==> src/rtl/rfc_pkg.sv <==
package rfc_pkg;

  typedef enum logic [2:0] {
    ST_RUN,
    ST_FINISH,
    ST_DISABLE,
    ST_PROPAGATE,
    ST_MARKER,
    ST_ENABLE
  } chg_state_t;

  // strobe length in bit clocks; zero is promoted to one
  function automatic int eff_hold(input int h);
    return (h == 0) ? 1 : h;
  endfunction

  // boundary marker spans two packets
  function automatic int marker_cycles(input int pkt_bits);
    return 2 * pkt_bits;
  endfunction

  // control pulse is high for the first w bits of the owning packet
  function automatic logic pulse_on(input int pos, input int w);
    return pos < w;
  endfunction

endpackage

==> src/rtl/rfc_edge_sync.sv <==
module rfc_edge_sync (
  input  logic clk,
  input  logic rst_n,
  input  logic async_in,
  output logic rise_o
);
  logic s1_q, s2_q, s3_q;

  always_ff @(posedge clk) begin
    if (!rst_n) begin
      s1_q <= 1'b0;
      s2_q <= 1'b0;
      s3_q <= 1'b0;
    end else begin
      s1_q <= async_in;
      s2_q <= s1_q;
      s3_q <= s2_q;
    end
  end

  assign rise_o = s2_q && !s3_q;


  single_rise_chk: assert property (@(posedge clk) disable iff (!rst_n)
    rise_o |=> !rise_o);

endmodule

==> src/rtl/rfc_pkt_timer.sv <==
module rfc_pkt_timer #(
  parameter int PKT_BITS = 20,
  localparam int POS_W = $clog2(PKT_BITS)
) (
  input  logic             clk,
  input  logic             rst_n,
  input  logic             run,
  input  logic             restart,
  output logic [POS_W-1:0] pos_o,
  output logic             half_o,
  output logic             last_o
);
  logic [POS_W-1:0] pos_q;
  logic             half_q;

  assign last_o = (pos_q == POS_W'(PKT_BITS - 1));

  always_ff @(posedge clk) begin
    if (!rst_n) begin
      pos_q  <= '0;
      half_q <= 1'b0;
    end else if (restart) begin
      pos_q  <= '0;
      half_q <= 1'b0;
    end else if (run) begin
      if (last_o) begin
        pos_q  <= '0;
        half_q <= !half_q;
      end else begin
        pos_q <= pos_q + 1'b1;
      end
    end
  end

  assign pos_o  = pos_q;
  assign half_o = half_q;


  pos_range_chk: assert property (@(posedge clk) disable iff (!rst_n)
    pos_q <= POS_W'(PKT_BITS - 1));


  half_flip_chk: assert property (@(posedge clk) disable iff (!rst_n)
    (run && !restart && last_o) |=> (half_q != $past(half_q)));

endmodule

==> src/rtl/rfc_change_fsm.sv <==
module rfc_change_fsm
  import rfc_pkg::*;
#(
  parameter int PKT_BITS   = 20,
  parameter int HOLD_W     = 8,
  parameter int SETTLE_CYC = 4
) (
  input  logic              clk,
  input  logic              rst_n,
  input  logic              frame_rise,
  input  logic              last_bit,
  input  logic [HOLD_W-1:0] hold_len,
  input  logic              frame_mode,
  output chg_state_t        state_o,
  output logic              mode_q_o,
  output logic              restart_o,
  output logic              live_o
);
  localparam int MRK      = marker_cycles(PKT_BITS);
  localparam int HOLD_MAX = 1 << HOLD_W;
  localparam int CMAX_A   = (HOLD_MAX > MRK) ? HOLD_MAX : MRK;
  localparam int CMAX     = (CMAX_A > SETTLE_CYC) ? CMAX_A : SETTLE_CYC;
  localparam int CNT_W    = $clog2(CMAX + 1);

  chg_state_t       st_q, st_d;
  logic [CNT_W-1:0] cnt_q, cnt_d;
  logic             pend_q, pend_d;
  logic             mode_q, mode_d;
  logic [CNT_W-1:0] hold_last;
  logic             prop_done, mrk_done, settle_done;

  assign hold_last   = CNT_W'(eff_hold(int'(hold_len)) - 1);
  assign prop_done   = (cnt_q == hold_last);
  assign mrk_done    = (cnt_q == CNT_W'(MRK - 1));
  assign settle_done = (cnt_q == CNT_W'(SETTLE_CYC - 1));

  always_comb begin
    st_d   = st_q;
    cnt_d  = cnt_q;
    mode_d = mode_q;
    pend_d = pend_q || (frame_rise && (st_q != ST_RUN));
    case (st_q)
      ST_RUN: begin
        if (frame_rise) st_d = ST_FINISH;
      end
      ST_FINISH: begin
        if (last_bit) begin
          st_d   = ST_DISABLE;
          mode_d = frame_mode;
        end
      end
      ST_DISABLE: begin
        st_d  = ST_PROPAGATE;
        cnt_d = '0;
      end
      ST_PROPAGATE: begin
        if (prop_done) begin
          st_d  = ST_MARKER;
          cnt_d = '0;
        end else begin
          cnt_d = cnt_q + 1'b1;
        end
      end
      ST_MARKER: begin
        if (mrk_done) begin
          st_d  = ST_ENABLE;
          cnt_d = '0;
        end else begin
          cnt_d = cnt_q + 1'b1;
        end
      end
      ST_ENABLE: begin
        if (settle_done) begin
          st_d   = (pend_q || frame_rise) ? ST_FINISH : ST_RUN;
          pend_d = 1'b0;
          cnt_d  = '0;
        end else begin
          cnt_d = cnt_q + 1'b1;
        end
      end
      default: st_d = ST_RUN;
    endcase
  end

  always_ff @(posedge clk) begin
    if (!rst_n) begin
      st_q   <= ST_RUN;
      cnt_q  <= '0;
      pend_q <= 1'b0;
      mode_q <= 1'b0;
    end else begin
      st_q   <= st_d;
      cnt_q  <= cnt_d;
      pend_q <= pend_d;
      mode_q <= mode_d;
    end
  end

  assign state_o   = st_q;
  assign mode_q_o  = mode_q;
  assign restart_o = (st_q == ST_MARKER) && mrk_done;
  assign live_o    = (st_q == ST_RUN) || (st_q == ST_FINISH);


  finish_first_chk: assert property (@(posedge clk) disable iff (!rst_n)
    (st_q == ST_DISABLE) |-> $past(last_bit));


  request_enters_finish_chk: assert property (@(posedge clk) disable iff (!rst_n)
    (st_q == ST_RUN && frame_rise) |=> (st_q == ST_FINISH));


  pending_served_chk: assert property (@(posedge clk) disable iff (!rst_n)
    (st_q == ST_ENABLE && settle_done && pend_q) |=> (st_q == ST_FINISH));


  mode_frozen_chk: assert property (@(posedge clk) disable iff (!rst_n)
    (st_q == ST_MARKER && $past(st_q) == ST_MARKER) |-> $stable(mode_q));

endmodule

==> src/rtl/rfc_frame_ctrl.sv <==
module rfc_frame_ctrl
  import rfc_pkg::*;
#(
  parameter int PKT_BITS   = 20,
  parameter int PULSE_W    = 4,
  parameter int SETTLE_CYC = 4,
  parameter int HOLD_W     = 8
) (
  input  logic              clk,
  input  logic              rst_n,
  input  logic              frame_clk_in,
  input  logic              frame_mode,
  input  logic [HOLD_W-1:0] hold_len,
  output logic              roc_top,
  output logic              roc_bot,
  output logic              frame_clk_arr,
  output logic              send_marker,
  output logic              send_repeat,
  output logic              pkt_start
);
  localparam int POS_W = $clog2(PKT_BITS);

  logic             frame_rise;
  logic [POS_W-1:0] pos;
  logic             half;
  logic             last_bit;
  logic             restart;
  logic             live;
  logic             mode_q;
  chg_state_t       state;
  logic             pulse_now;

  rfc_edge_sync u_sync (
    .clk      (clk),
    .rst_n    (rst_n),
    .async_in (frame_clk_in),
    .rise_o   (frame_rise)
  );

  rfc_pkt_timer #(.PKT_BITS(PKT_BITS)) u_timer (
    .clk     (clk),
    .rst_n   (rst_n),
    .run     (live),
    .restart (restart),
    .pos_o   (pos),
    .half_o  (half),
    .last_o  (last_bit)
  );

  rfc_change_fsm #(
    .PKT_BITS   (PKT_BITS),
    .HOLD_W     (HOLD_W),
    .SETTLE_CYC (SETTLE_CYC)
  ) u_fsm (
    .clk        (clk),
    .rst_n      (rst_n),
    .frame_rise (frame_rise),
    .last_bit   (last_bit),
    .hold_len   (hold_len),
    .frame_mode (frame_mode),
    .state_o    (state),
    .mode_q_o   (mode_q),
    .restart_o  (restart),
    .live_o     (live)
  );

  assign pulse_now = pulse_on(int'(pos), PULSE_W);

  always_comb begin
    roc_top       = 1'b0;
    roc_bot       = 1'b0;
    frame_clk_arr = 1'b0;
    send_marker   = 1'b0;
    send_repeat   = 1'b0;
    pkt_start     = 1'b0;
    case (state)
      ST_RUN, ST_FINISH: begin
        roc_top   = !half && pulse_now;
        roc_bot   = half && pulse_now;
        pkt_start = (pos == '0);
      end
      ST_DISABLE: begin
        roc_top = 1'b1;
        roc_bot = 1'b1;
      end
      ST_PROPAGATE: begin
        roc_top       = 1'b1;
        roc_bot       = 1'b1;
        frame_clk_arr = 1'b1;
      end
      ST_MARKER: begin
        roc_top     = 1'b1;
        roc_bot     = 1'b1;
        send_marker = !mode_q;
        send_repeat = mode_q;
      end
      default: ;
    endcase
  end


  array_held_chk: assert property (@(posedge clk) disable iff (!rst_n)
    frame_clk_arr |-> (roc_top && roc_bot));


  halves_alternate_chk: assert property (@(posedge clk) disable iff (!rst_n)
    live |-> $onehot0({roc_top, roc_bot}));


  marker_exclusive_chk: assert property (@(posedge clk) disable iff (!rst_n)
    $onehot0({send_marker, send_repeat, frame_clk_arr}));


  enable_after_marker_chk: assert property (@(posedge clk) disable iff (!rst_n)
    $fell(send_marker || send_repeat) |-> (!roc_top && !roc_bot));

endmodule

==> config.mk <==
export PLATFORM = sky130hd
export DESIGN_NAME = rfc_frame_ctrl
export DESIGN_NICKNAME = d
export VERILOG_FILES = /design/src/rtl/rfc_pkg.sv /design/src/rtl/rfc_edge_sync.sv /design/src/rtl/rfc_pkt_timer.sv /design/src/rtl/rfc_change_fsm.sv /design/src/rtl/rfc_frame_ctrl.sv
export SDC_FILE = /design/constraint.sdc
export NUM_CORES = 1
export LEC_CHECK = 0
export ABC_CLOCK_PERIOD_IN_PS = 5000
export BUFFER_PORTS_ARGS = -buffer_cell sky130_fd_sc_hd__buf_2
export CELL_PAD_IN_SITES_DETAIL_PLACEMENT = 0
export CELL_PAD_IN_SITES_GLOBAL_PLACEMENT = 2
export CORE_MARGIN = 2
export CORE_UTILIZATION = 38
export DETAILED_ROUTE_END_ITERATION = 10
export PLACE_DENSITY_LB_ADDON = 0.05
export SYNTH_ARGS = -nofsm -noshare
export SYNTH_HDL_FRONTEND = slang
export SYNTH_SLANG_ARGS = --single-unit
export TNS_END_PERCENT = 30
==> constraint.sdc <==
create_clock -name clk -period 5 [get_ports clk]
set_clock_uncertainty 0.2 [all_clocks]
set_input_delay 0.75 -clock clk [delete_from_list [all_inputs] [get_ports clk]]
set_output_delay 0.75 -clock clk [all_outputs]
set_load 0.01 [all_outputs]
==> results by group, run 1 <==
Status
  • Status: complete, no violations

Yosys
  • Synth async-reset ratio: 0%
  • Net Count, Synth: 208
  • Syn_area_per_cell: 8.498 um2
  • Synth Area in Simple Gates: 29.22%
  • Flops & latches, synth: 23
  • Ys flop type: dfxtp_1
  • XOR/XNOR Fraction of Synth Area: 6.442%
  • Largest family of logic cells by synthesized area: simple AND/OR/NAND/NOR gates
  • Compound-Gate Fraction of Synth Area: 26.23%
  • Synth cell types: 57
  • Post-Syn Instances: 192
  • Post-synthesis mux area share: 1.840%
  • Post-Syn Area: 0.001632 mm2
  • Synth warn: 0
  • Number of enable flip-flop cells after synthesis: 0
  • Seq/Total Area, Yosys: 28.22%
  • Adder-Cell Fraction of Synth Area: 3.067%

Critical path
  • Critical path origin: hold_len[4]
  • CP max stage delay: 480 ps
  • Startpoint class of the critical path: input port
  • Critical path depth in cells: 12
  • Setup crit end: u_fsm.cnt_q[6]$_SDFFE_PN0P_
  • CP cell instances: buf_2 > nor4_1 > and2_1 > nor2_1 > ha_1 > nor3b_2 > and3_1 > o32a_1 > o21ai_1 > o21ai_2 > a21boi_2 > a32o_1
  • R2R Path Start: u_fsm.cnt_q[0]$_SDFFE_PN0P_
  • FF-to-FF setup slack: 2160 ps
  • Crit path kind: input port to flip-flop
  • Critical Path AT: 3440 ps
  • FF-to-FF End: u_fsm.cnt_q[6]$_SDFFE_PN0P_
  • Worst path bufs/invs: 1
  • Crit. End Element: flip-flop
  • Worst path slowest cell: nor4_1
  • Worst-path fanout max: 6
  • Data required, critical path: 5010 ps
  • Reg2Reg Depth: 7
  • Crit-path leading delay family: compound AO/OA/AOI/OAI gates

GRT
  • First-pass GRT wire length: 6527 um
  • Total gr overflow: 0
  • Vias in the first global route: 1474
  • Largest net degree at the start of global routing: 17
  • Overall routing resource usage: 16.44%
  • Initial antenna violation count: 0

Timing
  • Final setup TNS: 0 ps
  • Final hold violation count: 0
  • Fin crit share: 68.54%
  • Max Slew Vio Count: 0
  • Max frequency: 291.8 MHz
  • Final setup margin: 1573 ps
  • Slew HR: 66.32%
  • Unrepaired setup endpoints after global routing: false
  • # setup viols final: 0
  • Post-route minimum period: 3427 ps
  • Worst Tran Pin Value: 500.6 ps

Final layout
  • Post-Layout Cell Count: 254
  • Ant. Diodes: 0
  • Register area: 460.4 um2
  • Layout Nets: 221
  • Layout cells sized above 1: 18.63%
  • Area of the multi-input gates: 0.001090 mm2
  • Synthesis-to-finish area growth: 9.432%
  • Fillers: 417

Routing
  • ANT nets after route: 0
  • Vias per cell: 5.724
  • # DRC: 0
  • DR pass1 iterations: 4
  • Initial DRC count: 59
  • Routed len/inst: 14.66 um
  • Drt total wl: 3724 um
  • Vias: 1454

Die
  • IO Count: 18
  • Row count: 23
  • Initial core utilization: 40.21%
  • Die W: 69.53 um
  • Core area: 0.004058 mm2
  • Die extent in y: 69.53 um
  • Die Area: 0.004834 mm2

Pwr
  • Leak: 0.6940 nW
  • Pwr dens: 198.0 mW/mm2
  • VDD IR max: 0.0001457 V

Place
  • Hpwl dp: 2833 um
  • Pre-CTS WS: 1260 ps
  • Final GP Congestion: 0.7999
  • Placed cell count: 250
  • PortBufs: 17

Clock network
  • Max clock buf depth: 2
  • Hold Buf Count CTS: 0
  • Clk Tree Root Cell: clkbuf_8
  • CTS buffer count: 3
  • CTS tree: built
  • Clk sinks: 23
  • Worst-path clk slew: 90 ps
  • Clock Latency Late Sink: 270 ps
  • Setup bufs post-CTS: 0
  • Post-CTS sizing: 0
  • CTS H-tree depth: 1

Hold path
  • Hold Crit Start: u_sync.s1_q$_SDFF_PN0_
  • Worst Hold Class: flip-flop to flip-flop

Job
  • Max Cap Violations: 0
cells by family (layout without fill, tap and decap cells):
kind of cell             count (synthesis)  in the layout
AND/OR/NAND/NOR                         82             82
AO/OA/AOI/OAI                           48             48
flip-flops                              23             23
buffers and inverters                   20             32
XOR/XNOR                                12             12
adder cells (fa/ha/maj)                  4              4
multiplexers                             3              3
cells in the mapped netlist, types with 2 or more instances:
cell type  count  area [um2]
o32ai_1        2       17.52
nor3_1         8       40.04
nor3b_2        2       25.02
clkbuf_1       5       18.77
o21ai_0        2       10.01
ha_1           4       50.05
xnor2_1        8       70.07
inv_2          2       7.510
and3_1         8       50.05
dfxtp_1       23       460.4
o21a_1         2       15.01
nor2b_1        9       56.30
nand2_1       10       37.54
nor2_1        14       52.55
o21ai_2        2       17.52
inv_1          9       33.78
nand3b_1       4       30.03
a211o_1        2       17.52
nor3b_1        3       22.52
mux2i_1        3       30.03
nand3_1        7       35.03
nor4_1         2       12.51
buf_2          2       10.01
and2_1         7       43.79
o41ai_4        2       55.05
o21ai_1        3       15.01
xor2_1         4       35.03
a21oi_1       11       55.05
a211oi_1       2       15.01
a32o_1         3       30.03
power by group:
part	switching (mW)	total [mW]	internal, mW
clock	0.0632	0.119	0.0558
combinational	0.0245	0.0431	0.0185
sequential	0.00476	0.191	0.187
total	0.0925	0.353	0.261
sequential cells by signal, summed over array words and instances, names as in the netlist:
name and cells:
u_fsm.cnt_q 9, u_timer.pos_o 5, u_fsm.state_o 3, u_fsm.mode_q_o 1, u_fsm.pend_q 1, u_sync.s1_q 1
u_sync.s2_q 1, u_sync.s3_q 1, u_timer.half_o 1
metrics by stage:
step / power [mW] / hold WS (ps) / util [%] / cell area [um2]
floorplan: 0.2228 / 211.8 / - / 1632
global placement: 0.2380 / 223.0 / 42.86 / 1739
detailed placement: 0.2389 / 236.1 / 42.86 / 1739
CTS: 0.3594 / 259.1 / 44.00 / 1785
global route: 0.3721 / 289.0 / 44.00 / 1785
finish: 0.3535 / 258.2 / 44.00 / 1785
layout by cell type (no fill, tap or decap), drive strengths merged, types with 8 or more instances in the layout:
master | netlist | final
inv | 11 | 11
dfxtp | 23 | 23
xnor2 | 8 | 8
nor3 | 8 | 8
nor2 | 15 | 15
nand2 | 10 | 10
a21oi | 12 | 12
and3 | 8 | 8
nor2b | 9 | 9
buf | 4 | 17
layout make-up:
cell class | instances | share of cell area (%)
multi-input combinational | 149 | 61.04
inverter | 11 | 2.313
clock inverter | 1 | 0.2803
clock buffer | 3 | 2.313
tap | 50 | 3.504
sequential | 23 | 25.79
timing repair buffer | 17 | 4.765
metal layers:
metal / up-vias / part of all wire [%] / track usage (%)
met2: 33 / 48 / 29.70
li1: 727 / - / -
met1: 688 / 47 / 19.95
met5: - / 0 / 0
met4: 0 / 1.4 / 5.011
met3: 6 / 3.5 / 2.471
how the worst min path moves through the flow:
stage	to	slack (ps)	cells past startpoint
2_1_floorplan	u_sync.s2_q$_SDFF_PN0_	210	1
3_3_place_gp	u_sync.s2_q$_SDFF_PN0_	220	1
3_5_place_dp	u_sync.s2_q$_SDFF_PN0_	240	1
4_1_cts	u_sync.s2_q$_SDFF_PN0_	260	1
5_1_grt	u_sync.s3_q$_SDFF_PN0_	290	1
6_report	u_sync.s2_q$_SDFF_PN0_	260	1
No activity file was read; power rests on OpenSTA's default activity.
==> inputs of run 2 (changes only) <==
--- a/config.mk
+++ b/config.mk
@@ -5,12 +5,13 @@
 export SDC_FILE = /design/constraint.sdc
 export NUM_CORES = 1
 export LEC_CHECK = 0
-export ABC_CLOCK_PERIOD_IN_PS = 5000
+export ABC_AREA = 1
+export ABC_CLOCK_PERIOD_IN_PS = 3100
 export BUFFER_PORTS_ARGS = -buffer_cell sky130_fd_sc_hd__buf_2
 export CELL_PAD_IN_SITES_DETAIL_PLACEMENT = 0
 export CELL_PAD_IN_SITES_GLOBAL_PLACEMENT = 2
 export CORE_MARGIN = 2
-export CORE_UTILIZATION = 38
+export CORE_UTILIZATION = 27
 export DETAILED_ROUTE_END_ITERATION = 10
 export PLACE_DENSITY_LB_ADDON = 0.05
 export SYNTH_ARGS = -nofsm -noshare
==> constraint.sdc (replaced) <==
create_clock -name clk -period 3.1 [get_ports clk]
set_clock_uncertainty 0.2 [all_clocks]
set_input_delay 0.465 -clock clk [delete_from_list [all_inputs] [get_ports clk]]
set_output_delay 0.465 -clock clk [all_outputs]
set_load 0.01 [all_outputs]
==> run 2 against run 1 <==
Compared with the run above:
- first-iteration DRC count fell by 12%
- critical path depth is 4 lower
- final area up 6.7%
- critical path type is now flip-flop to output pin
- largest cell class unchanged
==> results by group, run 2 <==
Hold path
  • Worst Hold Class: input port to flip-flop

Die
  • Die extent in y: 83.10 um
  • Initial core utilization: 28.20%
  • Core area: 0.005991 mm2
  • Die Area: 0.006905 mm2
  • Die W: 83.10 um
  • IO Count: 18
  • Row count: 28

Job
  • Max Cap Violations: 0

Final layout
  • Post-Layout Cell Count: 380
  • Biggest register: u_fsm.cnt_q
  • Synthesis-to-finish area growth: 12.81%
  • Layout Nets: 322
  • Commonest non-fill, non-tap cell in the layout: nand2_1
  • Commonest non-fill, non-tap cells in the layout: nand2_1 (84), inv_1 (56), nor2_1 (35), dfxtp_1 (23), buf_2 (17)
  • Layout cells sized above 1: 13.11%
  • Max reg flops: 9
  • Ant. Diodes: 0

Clock network
  • CTS tree: built
  • Hold Buf Count CTS: 0
  • CTS H-tree depth: 1
  • Worst-path clk slew: 90 ps
  • CTS buffer count: 3
  • Clk sinks: 23
  • Post-CTS sizing: 0
  • Setup bufs post-CTS: 0
  • Clk Tree Root Cell: clkbuf_8
  • Max clock buf depth: 2
  • Clock Latency Late Sink: 270 ps

Yosys
  • Synth warn: 0
  • Largest area contributor in the netlist: dfxtp_1
  • Number of enable flip-flop cells after synthesis: 0
  • Flops & latches, synth: 23
  • Seq/Total Area, Yosys: 27.26%
  • Synth async-reset ratio: 0%
  • Post-Syn Instances: 286
  • Top cells by area, synth: dfxtp_1 (27%), nand2_1 (19%), inv_1 (12%)
  • Most instantiated cells after synthesis: nand2_1 (84), inv_1 (56), nor2_1 (35)
  • Post-Syn Area: 0.001689 mm2
  • Syn_area_per_cell: 5.906 um2
  • Net Count, Synth: 302
  • Top cell type's share of synthesized area: 27.26%
  • Most frequent cell after synthesis: nand2_1
  • Ys flop type: dfxtp_1
  • Synth cell types: 31

Pwr
  • VDD IR max: 0.0001904 V
  • Pwr dens: 577.6 mW/mm2
  • Leak: 0.9850 nW

Place
  • Final GP Congestion: 0.7740
  • PortBufs: 17
  • Hpwl dp: 3531 um
  • Pre-CTS WS: 422.1 ps
  • Placed cell count: 376

Routing
  • DR pass1 iterations: 4
  • # DRC: 0
  • Vias: 1674
  • Vias per cell: 4.405
  • Drt total wl: 4377 um
  • Routed len/inst: 11.52 um
  • Initial DRC count: 52
  • ANT nets after route: 0

Status
  • Status: complete, no violations

Timing
  • # setup viols final: 0
  • Final setup TNS: 0 ps
  • Worst Tran Pin Value: 778.4 ps
  • Final setup margin: 567.8 ps
  • Unrepaired setup endpoints after global routing: false
  • Max frequency: 394.9 MHz
  • Fin crit share: 81.68%
  • Post-route minimum period: 2532 ps
  • Max Slew Vio Count: 0
  • Slew HR: 47.56%
  • Worst Hold Slack: 164.3 ps
  • Final hold violation count: 0

Critical path
  • Crit path kind: flip-flop to output pin
  • Data required, critical path: 2430 ps
  • FF-to-FF setup slack: 920 ps
  • Critical Path AT: 1870 ps
  • Worst-path fanout max: 10
  • Crit. End Element: output pin
  • Startpoint class of the critical path: flip-flop

GRT
  • First-pass GRT wire length: 7631 um
  • Overall routing resource usage: 13.49%
  • GRT met1 Usage: 19.90%
  • Vias in the first global route: 1590
  • Total gr overflow: 0
  • GR Layer Usage met2: 19.94%
  • M3 GR Usage: 2.485%
  • Peak-usage layer in the global routing report: met2
  • Initial antenna violation count: 0
  • Largest net degree at the start of global routing: 14
==> run 2: changes by cell type in the layout (fill, tap and decap cells not counted), moves of 8 or more <==
cell,previous run,this run
nand2_1,10,84
nor2b_1,9,0
nor2_1,14,35
inv_1,9,56
xnor2_1,8,0
nand3_1,7,16
==> run 2: cell families after synthesis <==
group | Yosys count | synth area share [%]
adder cells (fa/ha/maj) | 4 | 2.963
XOR/XNOR | 6 | 3.111
buffers and inverters | 63 | 14.07
AO/OA/AOI/OAI | 26 | 8.667
AND/OR/NAND/NOR | 164 | 43.93
flip-flops | 23 | 27.26
==> run 2: worst max-delay path, stage by stage (launching register included) <==
cell and delay [ps]:
dfxtp_1 340, inv_2 100, nand2_1 110, nor2_1 210
inv_1 120, nand2_2 180, inv_1 70, o311ai_0 270
buf_2 190
==> run 2: power breakdown <==
| part | total (mW) | switching [mW] | internal [mW] |
|---|---|---|---|
| Clock | 0.201 | 0.111 | 0.0901 |
| Sequential | 0.371 | 0.0383 | 0.332 |
| Combinational | 0.529 | 0.355 | 0.174 |
==> run 2: final timing paths <==
| path | from | to | depth (start not counted) |
|---|---|---|---|
| worst min-delay path | frame_clk_in | u_sync.s1_q$_SDFF_PN0_ | 3 |
| worst min register to register | u_sync.s1_q$_SDFF_PN0_ | u_sync.s2_q$_SDFF_PN0_ | 2 |
| worst max register to register | u_fsm.cnt_q[0]$_SDFFE_PN0P_ | u_timer.pos_o[4]$_SDFFE_PP0P_ | 8 |
| worst max-delay path | u_fsm.state_o[2]$_SDFFE_PN0P_ | roc_top | 8 |
==> run 2: per-stage QoR <==
stage	area (um2)	power [mW]	util [%]
after global routing	1906	1.218	31.81
after CTS	1906	1.124	31.81
after detailed placement	1859	0.9169	31.04
after floorplan	1689	0.7642	-
final	1906	1.101	31.81
after global placement	1859	0.9299	31.04
==> run 2: per-layer routing <==
metal,vias up,wire length (um)
li1,918,-
met1,733,2383
met2,18,1836
met3,5,109
met4,0,48
met5,-,0
==> run 2: layout make-up <==
type	instances	area [um2]
Clock buffer	3	41.29
Clock inverter	1	5.005
Fill cell	695	4085
Inverter	61	229.0
Multi-Input combinational cell	200	991.0
Sequential cell	23	460.4
Tap cell	75	93.84
Timing Repair Buffer	17	85.08
==> inputs of run 3 (changes only) <==
--- a/config.mk
+++ b/config.mk
@@ -5,13 +5,13 @@
 export SDC_FILE = /design/constraint.sdc
 export NUM_CORES = 1
 export LEC_CHECK = 0
-export ABC_AREA = 1
-export ABC_CLOCK_PERIOD_IN_PS = 3100
+export ABC_AREA = 0
+export ABC_CLOCK_PERIOD_IN_PS = 2050
 export BUFFER_PORTS_ARGS = -buffer_cell sky130_fd_sc_hd__buf_2
 export CELL_PAD_IN_SITES_DETAIL_PLACEMENT = 0
 export CELL_PAD_IN_SITES_GLOBAL_PLACEMENT = 2
 export CORE_MARGIN = 2
-export CORE_UTILIZATION = 27
+export CORE_UTILIZATION = 32
 export DETAILED_ROUTE_END_ITERATION = 10
 export PLACE_DENSITY_LB_ADDON = 0.05
 export SYNTH_ARGS = -nofsm -noshare
==> constraint.sdc (replaced) <==
create_clock -name clk -period 2.05 [get_ports clk]
set_clock_uncertainty 0.2 [all_clocks]
set_input_delay 0.3075 -clock clk [delete_from_list [all_inputs] [get_ports clk]]
set_output_delay 0.3075 -clock clk [all_outputs]
set_load 0.01 [all_outputs]
==> run 3 against run 2 <==
Compared with the run above:
- the flow now finishes with violations (setup timing)
- final area up 19%
- core utilization grew 15 points
- non-clock buffer count grew 42
- sequential cell count unchanged
- die area decreased by 18%
- routed wire length is 3.0% higher
- critical path type is now flip-flop to flip-flop
- global-route usage up 3.6 points
- count of clock-buffer cells in the layout stayed put
- sequential power grew 24%
- critical path depth is 1 lower
- setup slack got worse by 1100 ps
==> results by group, run 3 (same netlist as run 1, synthesis figures left out) <==
Clock network
  • Hold Buf Count CTS: 0
  • CTS buffer count: 3
  • CTS H-tree depth: 1
  • Clock Latency Late Sink: 270 ps
  • Clk Tree Root Cell: clkbuf_8
  • Max clock buf depth: 2
  • CTS tree: built
  • Clk sinks: 23
  • Worst-path clk slew: 80 ps

Routing
  • Vias per cell: 5.115
  • ANT nets after route: 0
  • Vias: 1601
  • # DRC: 0
  • DR pass1 iterations: 4
  • Drt total wl: 4508 um
  • Routed len/inst: 14.40 um
  • Initial DRC count: 41

Status
  • Violated checks: setup timing
  • Status: finished, violations left

Timing
  • Worst Tran Pin Value: 482.0 ps
  • Max frequency: 394.6 MHz
  • # setup viols final: 12
  • Final setup margin: -484.1 ps
  • Slew HR: 67.65%
  • Final setup TNS: -5353 ps
  • Final hold violation count: 0
  • Fin crit share: 123.6%
  • Post-route minimum period: 2534 ps
  • Max Slew Vio Count: 0
  • Unrepaired setup endpoints after global routing: true

Place
  • Hpwl dp: 3484 um
  • Pre-CTS WS: -887.2 ps
  • Placed cell count: 304
  • PortBufs: 17
  • Final GP Congestion: 0.8280

GRT
  • Overall routing resource usage: 17.13%
  • Initial antenna violation count: 0
  • Total gr overflow: 0
  • First-pass GRT wire length: 7438 um
  • Vias in the first global route: 1585
  • Largest net degree at the start of global routing: 14

Critical path
  • Data required, critical path: 2020 ps
  • Critical Path AT: 2500 ps
  • Startpoint class of the critical path: flip-flop
  • Worst-path fanout max: 6
  • Crit path kind: flip-flop to flip-flop
  • Crit. End Element: flip-flop

Final layout
  • Commonest non-fill, non-tap cell in the layout: buf_4
  • Synthesis-to-finish area growth: 38.80%
  • Post-Layout Cell Count: 313
  • Layout cells sized above 1: 39.84%
  • Final core utilization: 47.01%
  • Ant. Diodes: 0
  • Max reg flops: 9
  • Biggest register: u_fsm.cnt_q
  • Layout Nets: 263
  • Commonest non-fill, non-tap cells in the layout: buf_4 (41), dfxtp_1 (20), buf_2 (15), nor2_1 (12), a21oi_1 (11)

Die
  • Core area: 0.004817 mm2
  • Row count: 25
  • Die Area: 0.005686 mm2
  • Die extent in y: 75.41 um
  • Initial core utilization: 33.87%
  • Die W: 75.41 um
  • IO Count: 18

Hold path
  • Worst Hold Class: input port to flip-flop

Pwr
  • VDD IR max: 0.0002925 V
  • Pwr dens: 399.4 mW/mm2
  • Power Total: 0.9046 mW
  • Leak: 0.9276 nW

Job
  • Max Cap Violations: 0
-- run 3: cell count changes in the layout (fill, tap and decap cells not counted), sizes merged, moves of 8 or more --
cell / change
nand2: -79
nor2b: +9
inv: -49
xnor2: +8
nand3: -11
buf: +42
nor2: -26
-- run 3: path summary, 6_finish.rpt --
kind | start | to | slack (ps) | cells after the start
worst max-delay path | u_fsm.cnt_q[0]$_SDFFE_PN0P_ | u_fsm.cnt_q[3]$_SDFFE_PN0P_ | -480 | 7
worst min-delay path | frame_clk_in | u_sync.s1_q$_SDFF_PN0_ | 40 | 2
worst max register to register | u_fsm.cnt_q[0]$_SDFFE_PN0P_ | u_fsm.cnt_q[3]$_SDFFE_PN0P_ | -480 | 7
worst min register to register | u_sync.s2_q$_SDFF_PN0_ | u_sync.s3_q$_SDFF_PN0_ | 250 | 1
-- run 3: metal layers --
layer,routed length [um],GRT usage [%]
met1,2014,21.48
met2,2330,30.82
met3,112,1.984
met4,52,4.873
met5,0,0
-- run 3: per-stage QoR --
step                hold WS (ps)  instance area (um2)
floorplan                  211.8                 1669
global placement           223.0                 2076
detailed placement         233.4                 2076
CTS                        41.41                 2215
global route               53.57                 2265
finish                     40.31                 2265
-- run 3: repair_timing --
action	CTS	global route
pin swaps	6	6
setup endpoints to repair	21	22
resized for setup	15	11
buffers inserted	4	1
-- run 3: worst max-delay path, cell delays in order (launching register included) --
cell      delay, ps
dfxtp_4         380
ha_4            140
or4b_4          500
o41ai_4         480
o211ai_4        150
a21oi_4         270
nor2_4           80
a32o_1          230
-- run 3: power breakdown --
part           total, mW  leakage, nW  switching, mW  internal (mW)
clock network      0.290       0.0255          0.154          0.136
registers          0.461        0.189        0.00851          0.453
logic              0.153        0.714         0.0770         0.0763
-- run 3: cell type report --
cell class                 count  area, um2
clock inverter                 1      5.005
sequential                    23      469.2
fill                         489       2552
inverter                      11      41.29
timing repair buffer          59      420.4
multi-input combinational    149       1204
clock buffer                   3      41.29
tap                           67      83.83
